==> config.mk <==
export PLATFORM = sky130hd
export DESIGN_NAME = h4_deframer
export DESIGN_NICKNAME = d
export VERILOG_FILES = /design/src/rtl/h4_deframer_pkg.sv /design/src/rtl/h4_ctrl.sv /design/src/rtl/h4_datapath.sv /design/src/rtl/h4_deframer.sv
export SDC_FILE = /design/constraint.sdc
export NUM_CORES = 1
export LEC_CHECK = 0
export BUFFER_PORTS_ARGS = -buffer_cell sky130_fd_sc_hd__buf_2
export CAP_MARGIN = 10
export CORE_ASPECT_RATIO = 0.6
export CORE_MARGIN = 2
export CORE_UTILIZATION = 45
export CTS_CLUSTER_DIAMETER = 50
export DETAILED_ROUTE_END_ITERATION = 7
export SYNTH_ARGS = -nofsm -noshare
export SYNTH_HDL_FRONTEND = slang
export SYNTH_SLANG_ARGS = --single-unit
==> constraint.sdc <==
create_clock -name clk -period 4.04 [get_ports clk]
set_input_delay 0 -clock clk [delete_from_list [all_inputs] [get_ports clk]]
set_output_delay 0 -clock clk [all_outputs]
set_load 0.05 [all_outputs]
==> src/rtl/h4_deframer_pkg.sv <==
package h4_deframer_pkg;

  localparam logic [7:0] TY_CMD   = 8'd1;
  localparam logic [7:0] TY_ACL   = 8'd2;
  localparam logic [7:0] TY_SCO   = 8'd3;
  localparam logic [7:0] TY_EVT   = 8'd4;
  localparam logic [7:0] TY_NEG   = 8'd6;
  localparam logic [7:0] TY_ALIVE = 8'd7;

  typedef enum logic [1:0] {
    PH_IDLE = 2'd0,
    PH_HDR  = 2'd1,
    PH_PAY  = 2'd2
  } phase_t;

  typedef struct packed {
    logic takeType;
    logic takeHdr;
    logic takePay;
    logic emit;
    logic sop;
    logic eop;
    logic flagBad;
    logic checkLen;
  } strobe_t;

  function automatic logic isKnownType(input logic [7:0] t);
    return (t == TY_CMD) || (t == TY_ACL) || (t == TY_SCO) ||
           (t == TY_EVT) || (t == TY_NEG) || (t == TY_ALIVE);
  endfunction

  // Header bytes following the type byte; negotiation starts at 1 and is
  // widened once its first header byte is known.
  function automatic logic [2:0] baseHdrLen(input logic [7:0] t);
    case (t)
      TY_CMD:   return 3'd3;
      TY_ACL:   return 3'd4;
      TY_SCO:   return 3'd3;
      TY_EVT:   return 3'd2;
      TY_ALIVE: return 3'd3;
      default:  return 3'd1;
    endcase
  endfunction

endpackage

==> src/rtl/h4_ctrl.sv <==
module h4_ctrl
  import h4_deframer_pkg::*;
(
  input  logic    clk,
  input  logic    rst,
  input  logic    inValid,
  input  logic    typeKnown,
  input  logic    typeEvent,
  input  logic    hdrLast,
  input  logic    payZero,
  input  logic    payLast,
  input  logic    dropping,
  output strobe_t st
);

  phase_t phase, phaseNext;

  always_comb begin
    st        = '0;
    phaseNext = phase;
    if (inValid) begin
      case (phase)
        PH_IDLE: begin
          if (!typeKnown) begin
            st.flagBad = 1'b1;
          end else begin
            st.takeType = 1'b1;
            st.flagBad  = typeEvent;
            st.emit     = !typeEvent;
            st.sop      = !typeEvent;
            phaseNext   = PH_HDR;
          end
        end
        PH_HDR: begin
          st.takeHdr = 1'b1;
          st.emit    = !dropping;
          if (hdrLast) begin
            st.checkLen = 1'b1;
            if (payZero) begin
              st.eop    = 1'b1;
              phaseNext = PH_IDLE;
            end else begin
              phaseNext = PH_PAY;
            end
          end
        end
        PH_PAY: begin
          st.takePay = 1'b1;
          st.emit    = !dropping;
          if (payLast) begin
            st.eop    = 1'b1;
            phaseNext = PH_IDLE;
          end
        end
        default: phaseNext = PH_IDLE;
      endcase
    end
  end

  always_ff @(posedge clk) begin
    if (rst) phase <= PH_IDLE;
    else     phase <= phaseNext;
  end

endmodule

==> src/rtl/h4_datapath.sv <==
module h4_datapath
  import h4_deframer_pkg::*;
#(
  parameter int MAX_PKT = 4096
) (
  input  logic       clk,
  input  logic       rst,
  input  logic [7:0] inData,
  input  strobe_t    st,
  output logic       typeKnown,
  output logic       typeEvent,
  output logic       hdrLast,
  output logic       payZero,
  output logic       payLast,
  output logic       dropping,
  output logic       outValid,
  output logic [7:0] outData,
  output logic [2:0] outType,
  output logic       outSop,
  output logic       outEop,
  output logic       badPkt,
  output logic       overflow
);

  localparam int HDR_KEEP = 4;
  localparam int HDR_MAX  = 256;
  localparam int IDX_W    = $clog2(HDR_MAX + 1);
  localparam int LEFT_W   = 16;
  localparam int TOT_W    = LEFT_W + 2;

  logic [2:0]        typeReg;
  logic              dropReg;
  logic [IDX_W-1:0]  hdrIdx;
  logic [LEFT_W-1:0] left;
  logic [LEFT_W-1:0] leftAfter;
  logic [LEFT_W-1:0] payLen;
  logic [TOT_W-1:0]  totLen;
  logic              overLimit;
  logic [7:0]        hdrBuf [HDR_KEEP];

  assign typeKnown = isKnownType(inData);
  assign typeEvent = (inData == TY_EVT);
  assign dropping  = dropReg;
  assign payLast   = (left == LEFT_W'(1));

  always_comb begin
    if (typeReg == TY_NEG[2:0] && hdrIdx == '0) leftAfter = LEFT_W'(inData);
    else                                        leftAfter = left - 1'b1;
  end
  assign hdrLast = (leftAfter == '0);

  always_comb begin
    case (typeReg)
      TY_CMD[2:0]: begin
        payLen = LEFT_W'(inData);
        if (hdrBuf[1] == 8'hFC && hdrBuf[0] == 8'h00)
          payLen = LEFT_W'(inData) + LEFT_W'(inData[0]);
      end
      TY_ACL[2:0]: payLen = {inData, hdrBuf[2]};
      TY_SCO[2:0]: payLen = LEFT_W'(inData);
      TY_EVT[2:0]: payLen = LEFT_W'(inData);
      default:     payLen = '0;
    endcase
  end
  assign payZero = (payLen == '0);

  assign totLen    = TOT_W'(hdrIdx) + TOT_W'(2) + TOT_W'(payLen);
  assign overLimit = (totLen > TOT_W'(MAX_PKT));

  for (genvar i = 0; i < HDR_KEEP; i++) begin : g_hdr
    always_ff @(posedge clk) begin
      if (rst)                                        hdrBuf[i] <= '0;
      else if (st.takeHdr && hdrIdx == IDX_W'(i))     hdrBuf[i] <= inData;
    end
  end

  always_ff @(posedge clk) begin
    if (rst) begin
      typeReg <= '0;
      dropReg <= 1'b0;
      hdrIdx  <= '0;
      left    <= '0;
    end else if (st.takeType) begin
      typeReg <= inData[2:0];
      dropReg <= (inData == TY_EVT);
      hdrIdx  <= '0;
      left    <= LEFT_W'(baseHdrLen(inData));
    end else if (st.takeHdr) begin
      hdrIdx  <= hdrIdx + 1'b1;
      left    <= hdrLast ? payLen : leftAfter;
    end else if (st.takePay) begin
      left    <= left - 1'b1;
    end
  end

  always_ff @(posedge clk) begin
    if (rst) begin
      outValid <= 1'b0;
      outData  <= '0;
      outType  <= '0;
      outSop   <= 1'b0;
      outEop   <= 1'b0;
      badPkt   <= 1'b0;
      overflow <= 1'b0;
    end else begin
      outValid <= st.emit;
      outData  <= inData;
      outType  <= st.takeType ? inData[2:0] : typeReg;
      outSop   <= st.sop & st.emit;
      outEop   <= st.eop & st.emit;
      badPkt   <= st.flagBad;
      overflow <= st.checkLen & overLimit;
    end
  end

endmodule

==> src/rtl/h4_deframer.sv <==
module h4_deframer
  import h4_deframer_pkg::*;
#(
  parameter int MAX_PKT = 4096
) (
  input  logic       clk,
  input  logic       rst,
  input  logic       inValid,
  input  logic [7:0] inData,
  output logic       outValid,
  output logic [7:0] outData,
  output logic [2:0] outType,
  output logic       outSop,
  output logic       outEop,
  output logic       badPkt,
  output logic       overflow
);

  strobe_t st;
  logic typeKnown, typeEvent, hdrLast, payZero, payLast, dropping;

  h4_ctrl u_ctrl (
    .clk       (clk),
    .rst       (rst),
    .inValid   (inValid),
    .typeKnown (typeKnown),
    .typeEvent (typeEvent),
    .hdrLast   (hdrLast),
    .payZero   (payZero),
    .payLast   (payLast),
    .dropping  (dropping),
    .st        (st)
  );

  h4_datapath #(.MAX_PKT(MAX_PKT)) u_dp (
    .clk       (clk),
    .rst       (rst),
    .inData    (inData),
    .st        (st),
    .typeKnown (typeKnown),
    .typeEvent (typeEvent),
    .hdrLast   (hdrLast),
    .payZero   (payZero),
    .payLast   (payLast),
    .dropping  (dropping),
    .outValid  (outValid),
    .outData   (outData),
    .outType   (outType),
    .outSop    (outSop),
    .outEop    (outEop),
    .badPkt    (badPkt),
    .overflow  (overflow)
  );

endmodule

==> results.cfg <==
[clock_network]
htree_levels = 3
cts_tree = built
cts.sinks = 68
insertion_delay_ns = 0.34
clock_path_buffers = 2
root_buffer = clkbuf_16
cts.clk_slew.worst_paths_ns = 0.06
cts-hold-fix-buffers = 0
cts_inserted_buffers = 9

[placed_design]
detailedPlace.worstSlack_ns = -0.172
dp_cells = 772
io_buffers = 26
dpl_cell_area_um2 = 5340
gp_congestion = 0.920
dpl.hpwl_mm = 11.8

[power]
p_leak_uw = 0.00233
p_total_uw = 1840
pwr_density_cell_nw_per_um2 = 314
worst_ir_drop_vdd_mv = 0.197

[floorplan]
die_x_um = 138
dieHeight_um = 84.6
design.die.area_um2 = 11700
core_um2 = 10600
rows = 29
start_util_pct = 46.2
pin_count = 27

[synthesis]
async_flop_share_pct = 0
ys_seq_area_share_pct = 32.9
synth_nets = 641
synth_edf_count = 24
synth_flop_cell = dfxtp_1
synth_seq_cells = 68
yosysWarnings = 0
syn_area_per_cell_um2 = 8.07
ys_types = 71
syn_inst = 604
synth_area_um2 = 4870

[routing]
dr.pass1.iters = 5
drt-vias-per-instance = 6.15
vias = 4890
drc = 0
drt-wirelength-per-cell_um = 19.7
initialDrtViolationCount = 662
drtAntennaViolNets = 0
drt_wl_total_mm = 15.7

[global_routing]
grt_overflow = 0
track_usage_pct = 27.1
grt_max_degree = 26
first_global_vias = 4581
grt_first_pass_wirelength_mm = 24.8
antenna_found_initial = 0

[final_layout]
fin_cells = 795
areaGrowthSynthToFinish_pct = 20.3
drive_gt1_share_pct = 18.9
fin_nets = 688
fill_cells = 983
diodes = 0
final_util_pct = 55.5
design_area_um2 = 5860

[sta]
setup-violations-final = 1
rsz0062_at_grt = true
hold_viol_final = 0
slew_headroom_pct = 36.2
clock.fmax_ghz = 0.245
fin_crit_sh_pct = 101
tightest_slew_ns = 0.949
fin_crit_ns = 4.08
finalMaxSlewViolations = 0
fin_ws_ns = -0.0442
clock_skew_ns = 0.0107

[critical_path]
required_ns = 4.24
critPathArrivalTime_ns = 4.29
slowest_stage = or4_4
worstSetupPathType = flop to flop
crit_chain = or4_4 -> or4_4 -> buf_4 -> o21ai_0 -> a31oi_2 -> ha_4 -> and3_4 -> a221oi_4 -> o21ai_2 -> xor2_1 -> or4_1 -> a32oi_1 -> a41oi_1
critPathMostFrequentCell = or4_4
start_kind = flop
cpPeakStageDelay_ns = 0.59
crit_fanout = 7
end_kind = flop

[status]
status = finished with violations
violations = negative setup slack

[worst_hold_path]
hp-class = primary input to flop

[flow_run]
maxCapViolations = 0
final timing paths:
kind                                        start  slack, ns  cells past startpoint                         end
setup / recovery  u_dp.hdrBuf[0][0]$_SDFFCE_PN0P_      -0.04                     13    u_dp.overflow$_SDFF_PP0_
hold / removal                          inData[6]       0.08                      3  u_dp.left[14]$_SDFFE_PP0P_
setup reg to reg  u_dp.hdrBuf[0][0]$_SDFFCE_PN0P_      -0.04                     13    u_dp.overflow$_SDFF_PP0_
hold reg to reg         u_dp.left[5]$_SDFFE_PP0P_       0.50                      2   u_dp.left[5]$_SDFFE_PP0P_
where the power goes:
part / internal, µW / switching [µW]
combinational: 60.7 / 136
clock: 601 / 312
sequential: 725 / 9.80
cells in the final DEF, fill, tap and decap left out, types with 4 or more instances in the layout:
cell type	Yosys	routed
o21ai_0	28	25
a2111oi_0	5	5
o22ai_1	6	6
or3_1	7	7
inv_1	27	27
edfxtp_1	24	24
nand3_1	15	15
o31ai_1	9	8
or4_4	4	5
nor4_1	7	6
dfxtp_1	44	44
nand2_1	52	52
o211ai_1	8	8
ha_1	25	20
buf_4	0	42
xor2_1	14	14
clkbuf_16	0	9
or4_1	9	8
a21oi_1	40	36
nand4_1	9	9
nor2_1	95	95
a211oi_1	5	5
nor3_1	18	15
mux2i_1	15	15
xnor2_1	15	15
buf_2	3	26
nor3b_1	4	4
nand2b_1	19	18
kinds of logic after synthesis:
| kind of cell | Yosys count | share of synthesized area (%) |
|---|---|---|
| AO/OA/AOI/OAI | 141 | 19.5 |
| buffers and inverters | 60 | 4.85 |
| adder cells (fa/ha/maj) | 26 | 6.83 |
| XOR/XNOR | 29 | 5.21 |
| AND/OR/NAND/NOR | 264 | 27.5 |
| flip-flops | 68 | 32.9 |
| multiplexers | 16 | 3.31 |
timing repair:
item,4_1_cts,5_1_grt
pin swaps,20,15
gates resized for setup,17,6
buffers inserted,7,0
endpoints found under the setup margin,1,1
critical path, delay by kind of cell (launching register included):
| kind | cells | cell delay, ns |
|---|---|---|
| flops | 1 | 0.35 |
| simple gates | 4 | 1.84 |
| compound gates | 6 | 1.19 |
| buf+inv | 1 | 0.17 |
| xor+xnor | 1 | 0.14 |
| fa+ha+maj | 1 | 0.28 |
stage by stage:
stage	hold WS, ns	TNS (ns)
floorplan	0.102	0
global placement	0.423	-0.0481
detailed placement	0.425	-0.172
CTS	0.0700	-0.0598
global route	0.0951	-0.205
finish	0.0829	-0.0442
final cells by class:
cell class                 count  area (µm²)  area share (%)
clock buffer                   9         225            3.84
clock inverter                 7         115            1.96
multi-input combinational    476        3190            54.4
timing repair buffer          69         457            7.79
inverter                      27         101            1.73
sequential                    68        1600            27.3
tap                          139         174            2.97
metal layers:
layer  track usage (%)  part of all wire [%]  vias up
li1                  -                     -     2302
met1              42.1                    49     2317
met2              36.2                    39      256
met3              7.53                    11       15
met4              6.49                   1.2        0
met5                 0                     0        -
state kept, by name, indices dropped and copies added (netlist names):
signal         count
u_dp.outEop        1
u_dp.badPkt        1
u_dp.hdrIdx        9
u_dp.outData       8
u_dp.outValid      1
u_dp.left         16
u_dp.overflow      1
u_ctrl.phase       2
u_dp.outSop        1
u_dp.typeReg       3
u_dp.hdrBuf       24
u_dp.dropping      1
synthesized netlist by cell type (18+ instances only):
master / count / share of area (%)
a21oi_1: 40 / 4.1
clkbuf_1: 26 / 2.0
dfxtp_1: 44 / 18
edfxtp_1: 24 / 15
ha_1: 25 / 6.4
inv_1: 27 / 2.1
nand2_1: 52 / 4.0
nand2b_1: 19 / 2.4
nor2_1: 95 / 7.3
nor3_1: 18 / 1.8
o21ai_0: 28 / 2.9
Power figures use the tool's default switching activity.
